File: config.mk
export PLATFORM = sky130hd
export DESIGN_NAME = gray_updown_ctr
export DESIGN_NICKNAME = d
export VERILOG_FILES = /design/src/rtl/gc_pkg.sv /design/src/rtl/gc_step.sv /design/src/rtl/gc_term.sv /design/src/rtl/gray_updown_ctr.sv
export SDC_FILE = /design/constraint.sdc
export NUM_CORES = 1
export LEC_CHECK = 0
export BUFFER_PORTS_ARGS = -buffer_cell sky130_fd_sc_hd__buf_2
export CAP_MARGIN = 20
export CORE_AREA = 2 2 39 41
export CTS_BUF_LIST = sky130_fd_sc_hd__clkbuf_8 sky130_fd_sc_hd__clkbuf_16
export DETAILED_ROUTE_END_ITERATION = 7
export DIE_AREA = 0 0 41 43
export SYNTH_ARGS = -nofsm -noshare
export SYNTH_HDL_FRONTEND = slang
export SYNTH_SLANG_ARGS = --single-unit
File: constraint.sdc
create_clock -name clk -period 1.3 [get_ports clk]
set_input_delay 0 -clock clk [delete_from_list [all_inputs] [get_ports clk]]
set_output_delay 0 -clock clk [all_outputs]
set_load 0.02 [all_outputs]
File: src/rtl/gc_pkg.sv
package gc_pkg;
  localparam int GC_W     = 3;
  localparam int GC_CODES = 1 << GC_W;

  typedef logic [GC_W-1:0] gc_word_t;

  // Position in the cycle -> Gray code
  function automatic gc_word_t to_gray(input gc_word_t b);
    return b ^ (b >> 1);
  endfunction

  // Gray code -> position in the cycle (prefix XOR from the top bit down)
  function automatic gc_word_t from_gray(input gc_word_t g);
    gc_word_t b;
    b[GC_W-1] = g[GC_W-1];
    for (int i = GC_W - 2; i >= 0; i--) begin
      b[i] = b[i+1] ^ g[i];
    end
    return b;
  endfunction

  localparam gc_word_t GC_FIRST    = '0;
  localparam gc_word_t GC_LAST_FWD = to_gray(gc_word_t'(GC_CODES - 1));
endpackage

File: src/rtl/gc_step.sv
module gc_step
  import gc_pkg::*;
(
  input  gc_word_t cur,
  input  logic     fwd,
  output gc_word_t nxt
);
  gc_word_t pos_now;
  gc_word_t pos_next;

  always_comb begin
    pos_now  = from_gray(cur);
    pos_next = fwd ? (pos_now + gc_word_t'(1)) : (pos_now - gc_word_t'(1));
    nxt      = to_gray(pos_next);
  end
endmodule

File: src/rtl/gc_term.sv
module gc_term
  import gc_pkg::*;
(
  input  gc_word_t code,
  input  logic     fwd,
  output logic     last
);
  logic at_top;
  logic at_bottom;

  assign at_top    = (code == GC_LAST_FWD);
  assign at_bottom = (code == GC_FIRST);
  assign last      = fwd ? at_top : at_bottom;
endmodule

File: src/rtl/gray_updown_ctr.sv
module gray_updown_ctr
  import gc_pkg::*;
(
  input  logic                      clk,
  input  logic                      rst,
  input  logic                      en,
  input  logic                      fwd,
  output logic [gc_pkg::GC_W-1:0]   code,
  output logic                      last
);
  gc_word_t state_q;
  gc_word_t state_nxt;
  logic     step_taken;

  assign step_taken = en & ~rst;

  gc_step u_step (
    .cur (state_q),
    .fwd (fwd),
    .nxt (state_nxt)
  );

  gc_term u_term (
    .code (state_q),
    .fwd  (fwd),
    .last (last)
  );

  always_ff @(posedge clk) begin
    if (rst) begin
      state_q <= GC_FIRST;
    end else if (en) begin
      state_q <= state_nxt;
    end
  end

  assign code = state_q;


  reset_zero_chk: assert property (@(posedge clk)
    rst |=> (code == 3'b000));


  hold_when_idle_chk: assert property (@(posedge clk) disable iff (rst)
    (!en) |=> $stable(code));


  single_bit_step_chk: assert property (@(posedge clk) disable iff (rst)
    step_taken |=> ($countones(code ^ $past(code)) == 1));


  fwd_wrap_chk: assert property (@(posedge clk) disable iff (rst)
    (step_taken && fwd && code == 3'b100) |=> (code == 3'b000));


  rev_wrap_chk: assert property (@(posedge clk) disable iff (rst)
    (step_taken && !fwd && code == 3'b000) |=> (code == 3'b100));
endmodule

==> results.sh, run 1 <==
export IMPL_hold_path_depth=2
export IMPL_fin_crit_sh_pct=92.2
export IMPL_clkTransAtPathRegs_ps=30
export IMPL_layout_drive_gt1_share_pct=38.5
export IMPL_num_rows=14
export IMPL_post_drt_wl_per_cell_um=8.21
export IMPL_gp_congestion=0.541
export IMPL_p_leak_nw=0.107
export IMPL_power_frac_clock_pct=58.9
export IMPL_pwr_density_cell_nw_per_um2=1750
export IMPL_yosys_warnings=0
export IMPL_vdd_ir_drop_max_uv=321
export IMPL_vias_per_cell=3.81
export IMPL_cts_root_buf="clkbuf_8"
export IMPL_yosysUniqueCellTypes=12
export IMPL_synth_edf_count=0
export IMPL_swShare_pct=24.2
export IMPL_finalHoldViolCount=0
export IMPL_min_path_type="input pin to flop"
export IMPL_largest_register_ffs=3
export IMPL_htree_levels=1
export IMPL_cp_max_fo=4
export IMPL_max_clock_path_buffers=2
export IMPL_grt_overflow=0
export IMPL_insertion_delay_ps=210
export IMPL_grt_pass1_vias=148
export IMPL_yosysTopAreaCellShare_pct=40.0
export IMPL_fill_cells=164
export IMPL_drt_iter0_drc=3
export IMPL_ys_top_cells_by_area="dfxtp_1 (40%), xnor2_1 (12%), mux2i_1 (6.7%), or4b_1 (6.7%), a311oi_1 (5.8%)"
export IMPL_power_uw=437
export IMPL_slew_headroom_pct=80.4
export IMPL_cts_resized=0
export IMPL_setup_viol=0
export IMPL_yosysMostFrequentCell="dfxtp_1"
export IMPL_arrival_ps=1200
export IMPL_seqCellArea_um2=60.1
export IMPL_syn_nets=19
export IMPL_pin_count=8
export IMPL_async_flop_share_pct=0
export IMPL_crit_type="flop to output port"
export IMPL_hold_buffers=0
export IMPL_antenna_found_initial=0
export IMPL_firstDrtPassIters=2
export IMPL_seqPwrFrac_pct=25.5
export IMPL_wirelength_um=345
export IMPL_numPortBuffers=7
export IMPL_synth_common_cells="dfxtp_1 (3), xnor2_1 (2)"
export IMPL_hold_ws_ps=7.93
export IMPL_drc=0
export IMPL_syn_avg_cell_area_um2=10.0
export IMPL_fmax_ghz=0.834
export IMPL_intPower_uw=331
export IMPL_status="complete, no violations"
export IMPL_min_period_ps=1200
export IMPL_maxCapViolCount=0
export IMPL_die_y_um=43
export IMPL_antenna_cells=0
export IMPL_die_x_um=41
export IMPL_multi_input_area_um2=86.3
export IMPL_tightest_slew_ps=291
export IMPL_synth_ff_type="dfxtp_1"
export IMPL_cp_start_kind="flop"
export IMPL_finalSetupTns_ps=0
export IMPL_cts_buffers=3
export IMPL_endpoint_kind="output port"
export IMPL_rsz0062_at_grt="false"
export IMPL_nNetsFinal=31
export IMPL_track_usage_pct=5.61
export IMPL_synth_seq_cells=3
export IMPL_grt_max_degree=7
export IMPL_clock_sinks=3
export IMPL_seq_area_frac_synth_pct=40.0
export IMPL_combPwrFrac_pct=15.6
export IMPL_fin_skew_ps=1.34
export IMPL_synthToLayoutAreaGrowth_pct=66.7
export IMPL_syn_inst=15
export IMPL_ff2ff_path_depth=3
export IMPL_postCtsSetupBuffers=0
export IMPL_switchingPower_uw=106
export IMPL_dpl_hpwl_um=257
export IMPL_cts_tree="yes"
export IMPL_via_count=160
export IMPL_synth_area_um2=150
export IMPL_slew_viol_final=0
export IMPL_grt_first_pass_wirelength_um=524
export IMPL_yosysTopAreaCell="dfxtp_1"
export IMPL_start_util_pct=10.8
export IMPL_drtAntennaViolNets=0
export IMPL_coreArea_um2=1380
export IMPL_die_area_um2=1760
export IMPL_critPathRequiredTime_ps=1300
-- layout make-up --
cell class,count,share of cell area (%)
clock buffers,3,16.5
clock inverters,1,1.50
inverters,1,1.50
multi-input cells,11,34.5
flip-flops and latches,3,24.0
well taps,16,8.00
repair buffers,7,14.0
-- worst max-delay path, stage by stage (launching register included) --
cell and delay (ps):
dfxtp_1 310, xnor2_1 280, nor3b_1 200, buf_2 190
-- routing by layer --
layer,GRT usage (%),vias to the layer above,share of wire (%)
met5,0,-,0
met3,9.42,0,16
li1,-,79,-
met1,3.18,74,42
met4,4.00,0,0
met2,6.88,7,42
-- path summary, 6_finish.rpt --
| path | from | endpoint | slack [ps] |
|---|---|---|---|
| setup / recovery | code[2] | last | 100 |
| hold / removal | rst | code[1] | 8 |
| setup reg to reg | code[2] | code[0] | 160 |
| hold reg to reg | code[2] | code[2] | 550 |
-- power by group through the flow --
| stage | registers (mW) | clock network [mW] | logic [mW] |
|---|---|---|---|
| 2_1_floorplan | 0.121 | 0 | 0.0345 |
| 3_3_place_gp | 0.112 | 0 | 0.0688 |
| 3_5_place_dp | 0.113 | 0 | 0.0695 |
| 4_1_cts | 0.111 | 0.267 | 0.0704 |
| 5_1_grt | 0.113 | 0.276 | 0.0746 |
| 6_report | 0.111 | 0.257 | 0.0684 |
-- stage by stage --
stage                     setup WS, ps  area (um2)  util (%)  std cells
after floorplan                   67.8         150         -         15
after global placement             155         205      14.8         38
after detailed placement           153         205      14.8         38
after CTS                         63.6         250      18.1         42
after global routing              36.3         250      18.1         42
final                              101         250      18.1         42
-- cell usage in the layout (no fill, tap or decap) --
cell type / count
o311ai_1: 1
nor3b_1: 1
or4b_1: 1
mux2i_1: 1
a21oi_1: 1
a311oi_1: 1
nor2_1: 1
clkbuf_8: 3
buf_2: 7
dfxtp_1: 3
xnor2_1: 2
nor2b_1: 1
nand4b_1: 1
inv_1: 2
-- logic make-up after synthesis --
logic type | after synthesis | synth area share (%)
AOI/OAI and AO/OA | 3 | 15.0
muxes | 1 | 6.67
and+or+nand+nor | 5 | 24.2
DFF | 3 | 40.0
buffers and inverters | 1 | 2.50
xor gates and xnor gates | 2 | 11.7
Note: power is estimated with default switching activity, not from simulation.
==> inputs of run 2 (changes only) <==
--- a/config.mk
+++ b/config.mk
@@ -8,9 +8,10 @@
 export BUFFER_PORTS_ARGS = -buffer_cell sky130_fd_sc_hd__buf_2
 export CAP_MARGIN = 20
 export CORE_AREA = 2 2 39 41
-export CTS_BUF_LIST = sky130_fd_sc_hd__clkbuf_8 sky130_fd_sc_hd__clkbuf_16
+export CTS_BUF_LIST = sky130_fd_sc_hd__clkbuf_4
 export DETAILED_ROUTE_END_ITERATION = 7
 export DIE_AREA = 0 0 41 43
+export GPL_TIMING_DRIVEN = 0
 export SYNTH_ARGS = -nofsm -noshare
 export SYNTH_HDL_FRONTEND = slang
 export SYNTH_SLANG_ARGS = --single-unit
==> results.sh, run 2 (synthesis results as in run 1) <==
export IMPL_cts_root_buf="clkbuf_4"
export IMPL_antenna_found_initial=0
export IMPL_fin_crit_sh_pct=90.6
export IMPL_cp_start_kind="flop"
export IMPL_firstDrtPassIters=2
export IMPL_crit_type="flop to flop"
export IMPL_post_route_util_pct=18.3
export IMPL_worstPathCellList="xnor2_2, or4b_1, o311ai_1"
export IMPL_endpoint_kind="flop"
export IMPL_arrival_ps=1300
export IMPL_critPathTopFamily="simple AND/OR/NAND/NOR gates"
export IMPL_die_area_um2=1760
export IMPL_die_x_um=41
export IMPL_vias_per_cell=3.65
export IMPL_finalSetupTns_ps=0
export IMPL_grt_max_degree=7
export IMPL_synthToLayoutAreaGrowth_pct=68.3
export IMPL_tightest_slew_ps=246
export IMPL_num_rows=14
export IMPL_drtAntennaViolNets=0
export IMPL_final_cell_mix="buf_2 (7), clkbuf_4 (4), dfxtp_1 (3)"
export IMPL_insertion_delay_ps=230
export IMPL_drt_iter0_drc=6
export IMPL_final_common_cell="buf_2"
export IMPL_cts_buffers=3
export IMPL_grt_pass1_vias=169
export IMPL_via_count=157
export IMPL_numPortBuffers=7
export IMPL_min_path_type="input pin to flop"
export IMPL_finalHoldViolCount=0
export IMPL_grt_first_pass_wirelength_um=586
export IMPL_slowest_stage="or4b_1"
export IMPL_nNetsFinal=32
export IMPL_fmax_ghz=0.849
export IMPL_clock_sinks=3
export IMPL_ff2ff_setup_slack_ps=120
export IMPL_antenna_cells=0
export IMPL_max_clock_path_buffers=2
export IMPL_grt_overflow=0
export IMPL_coreArea_um2=1380
export IMPL_slew_viol_final=0
export IMPL_layout_drive_gt1_share_pct=44.4
export IMPL_maxCapViolCount=0
export IMPL_drc=0
export IMPL_wirelength_um=359
export IMPL_slew_headroom_pct=83.3
export IMPL_track_usage_pct=5.43
export IMPL_critPathRequiredTime_ps=1420
export IMPL_pwr_density_cell_nw_per_um2=1450
export IMPL_post_drt_wl_per_cell_um=8.35
export IMPL_cp_num_buf_inv=0
export IMPL_postCtsSetupBuffers=0
export IMPL_vdd_ir_drop_max_uv=231
export IMPL_max_stage_delay_ps=470
export IMPL_cts_tree="yes"
export IMPL_fin_skew_ps=0.925
export IMPL_status="complete, no violations"
export IMPL_pin_count=8
export IMPL_htree_levels=1
export IMPL_setup_viol=0
export IMPL_largest_register_ffs=3
export IMPL_rsz0062_at_grt="false"
export IMPL_gp_congestion=0.508
export IMPL_p_leak_nw=0.108
export IMPL_start_util_pct=10.8
export IMPL_clkTransAtPathRegs_ps=40
export IMPL_min_period_ps=1180
export IMPL_die_y_um=43
export IMPL_cp_max_fo=4
[run 2: changes by cell type in the layout (fill, tap and decap cells not counted), sizes merged]
| cell | before | now |
|---|---|---|
| clkbuf | 3 | 4 |
| dlygate4sd3 | 0 | 1 |
| inv | 2 | 1 |
[run 2: timing repair]
| item | CTS | global route |
|---|---|---|
| setup endpoints to repair | 0 | 1 |
| endpoints found under the hold margin | 2 | 0 |
| hold buffers | 1 | 0 |
| resized for setup | 0 | 1 |
[run 2: layout make-up]
type                    instances  area (um2)
fillers                       162        1130
repair buffers                  8        45.0
inverters                       1        3.75
well taps                      16        20.0
clock buffers                   4        30.0
flip-flops and latches          3        60.1
multi-input cells              11        93.8
[run 2: final timing paths]
kind / startpoint / endpoint / depth (start not counted)
max: code[2] / code[0] / 3
min: en / code[1] / 2
max reg2reg: code[2] / code[0] / 3
min reg2reg: code[0] / code[1] / 1
[run 2: report_power, final]
part	total [mW]	internal, mW	switching (mW)
Clock	0.179	0.136	0.0435
Combinational	0.0749	0.0340	0.0408
Sequential	0.112	0.101	0.0107
Total	0.366	0.270	0.0951
[run 2: metrics by stage]
step	hold WS (ps)	instances	area, um2	setup WS, ps	power, mW
finish	39.2	43	253	123	0.366
global placement	226	38	205	137	0.182
floorplan	72.1	15	150	67.8	0.155
global route	73.5	43	253	55.4	0.394
detailed placement	225	38	205	128	0.182
CTS	27.6	43	245	41.6	0.374
[run 2: routing by layer]
metal	share of wire (%)	track usage, %	up-vias
met5	0	0	-
met4	0	4.00	0
met3	10	4.71	0
met2	46	6.88	5
met1	43	5.50	70
li1	-	-	82
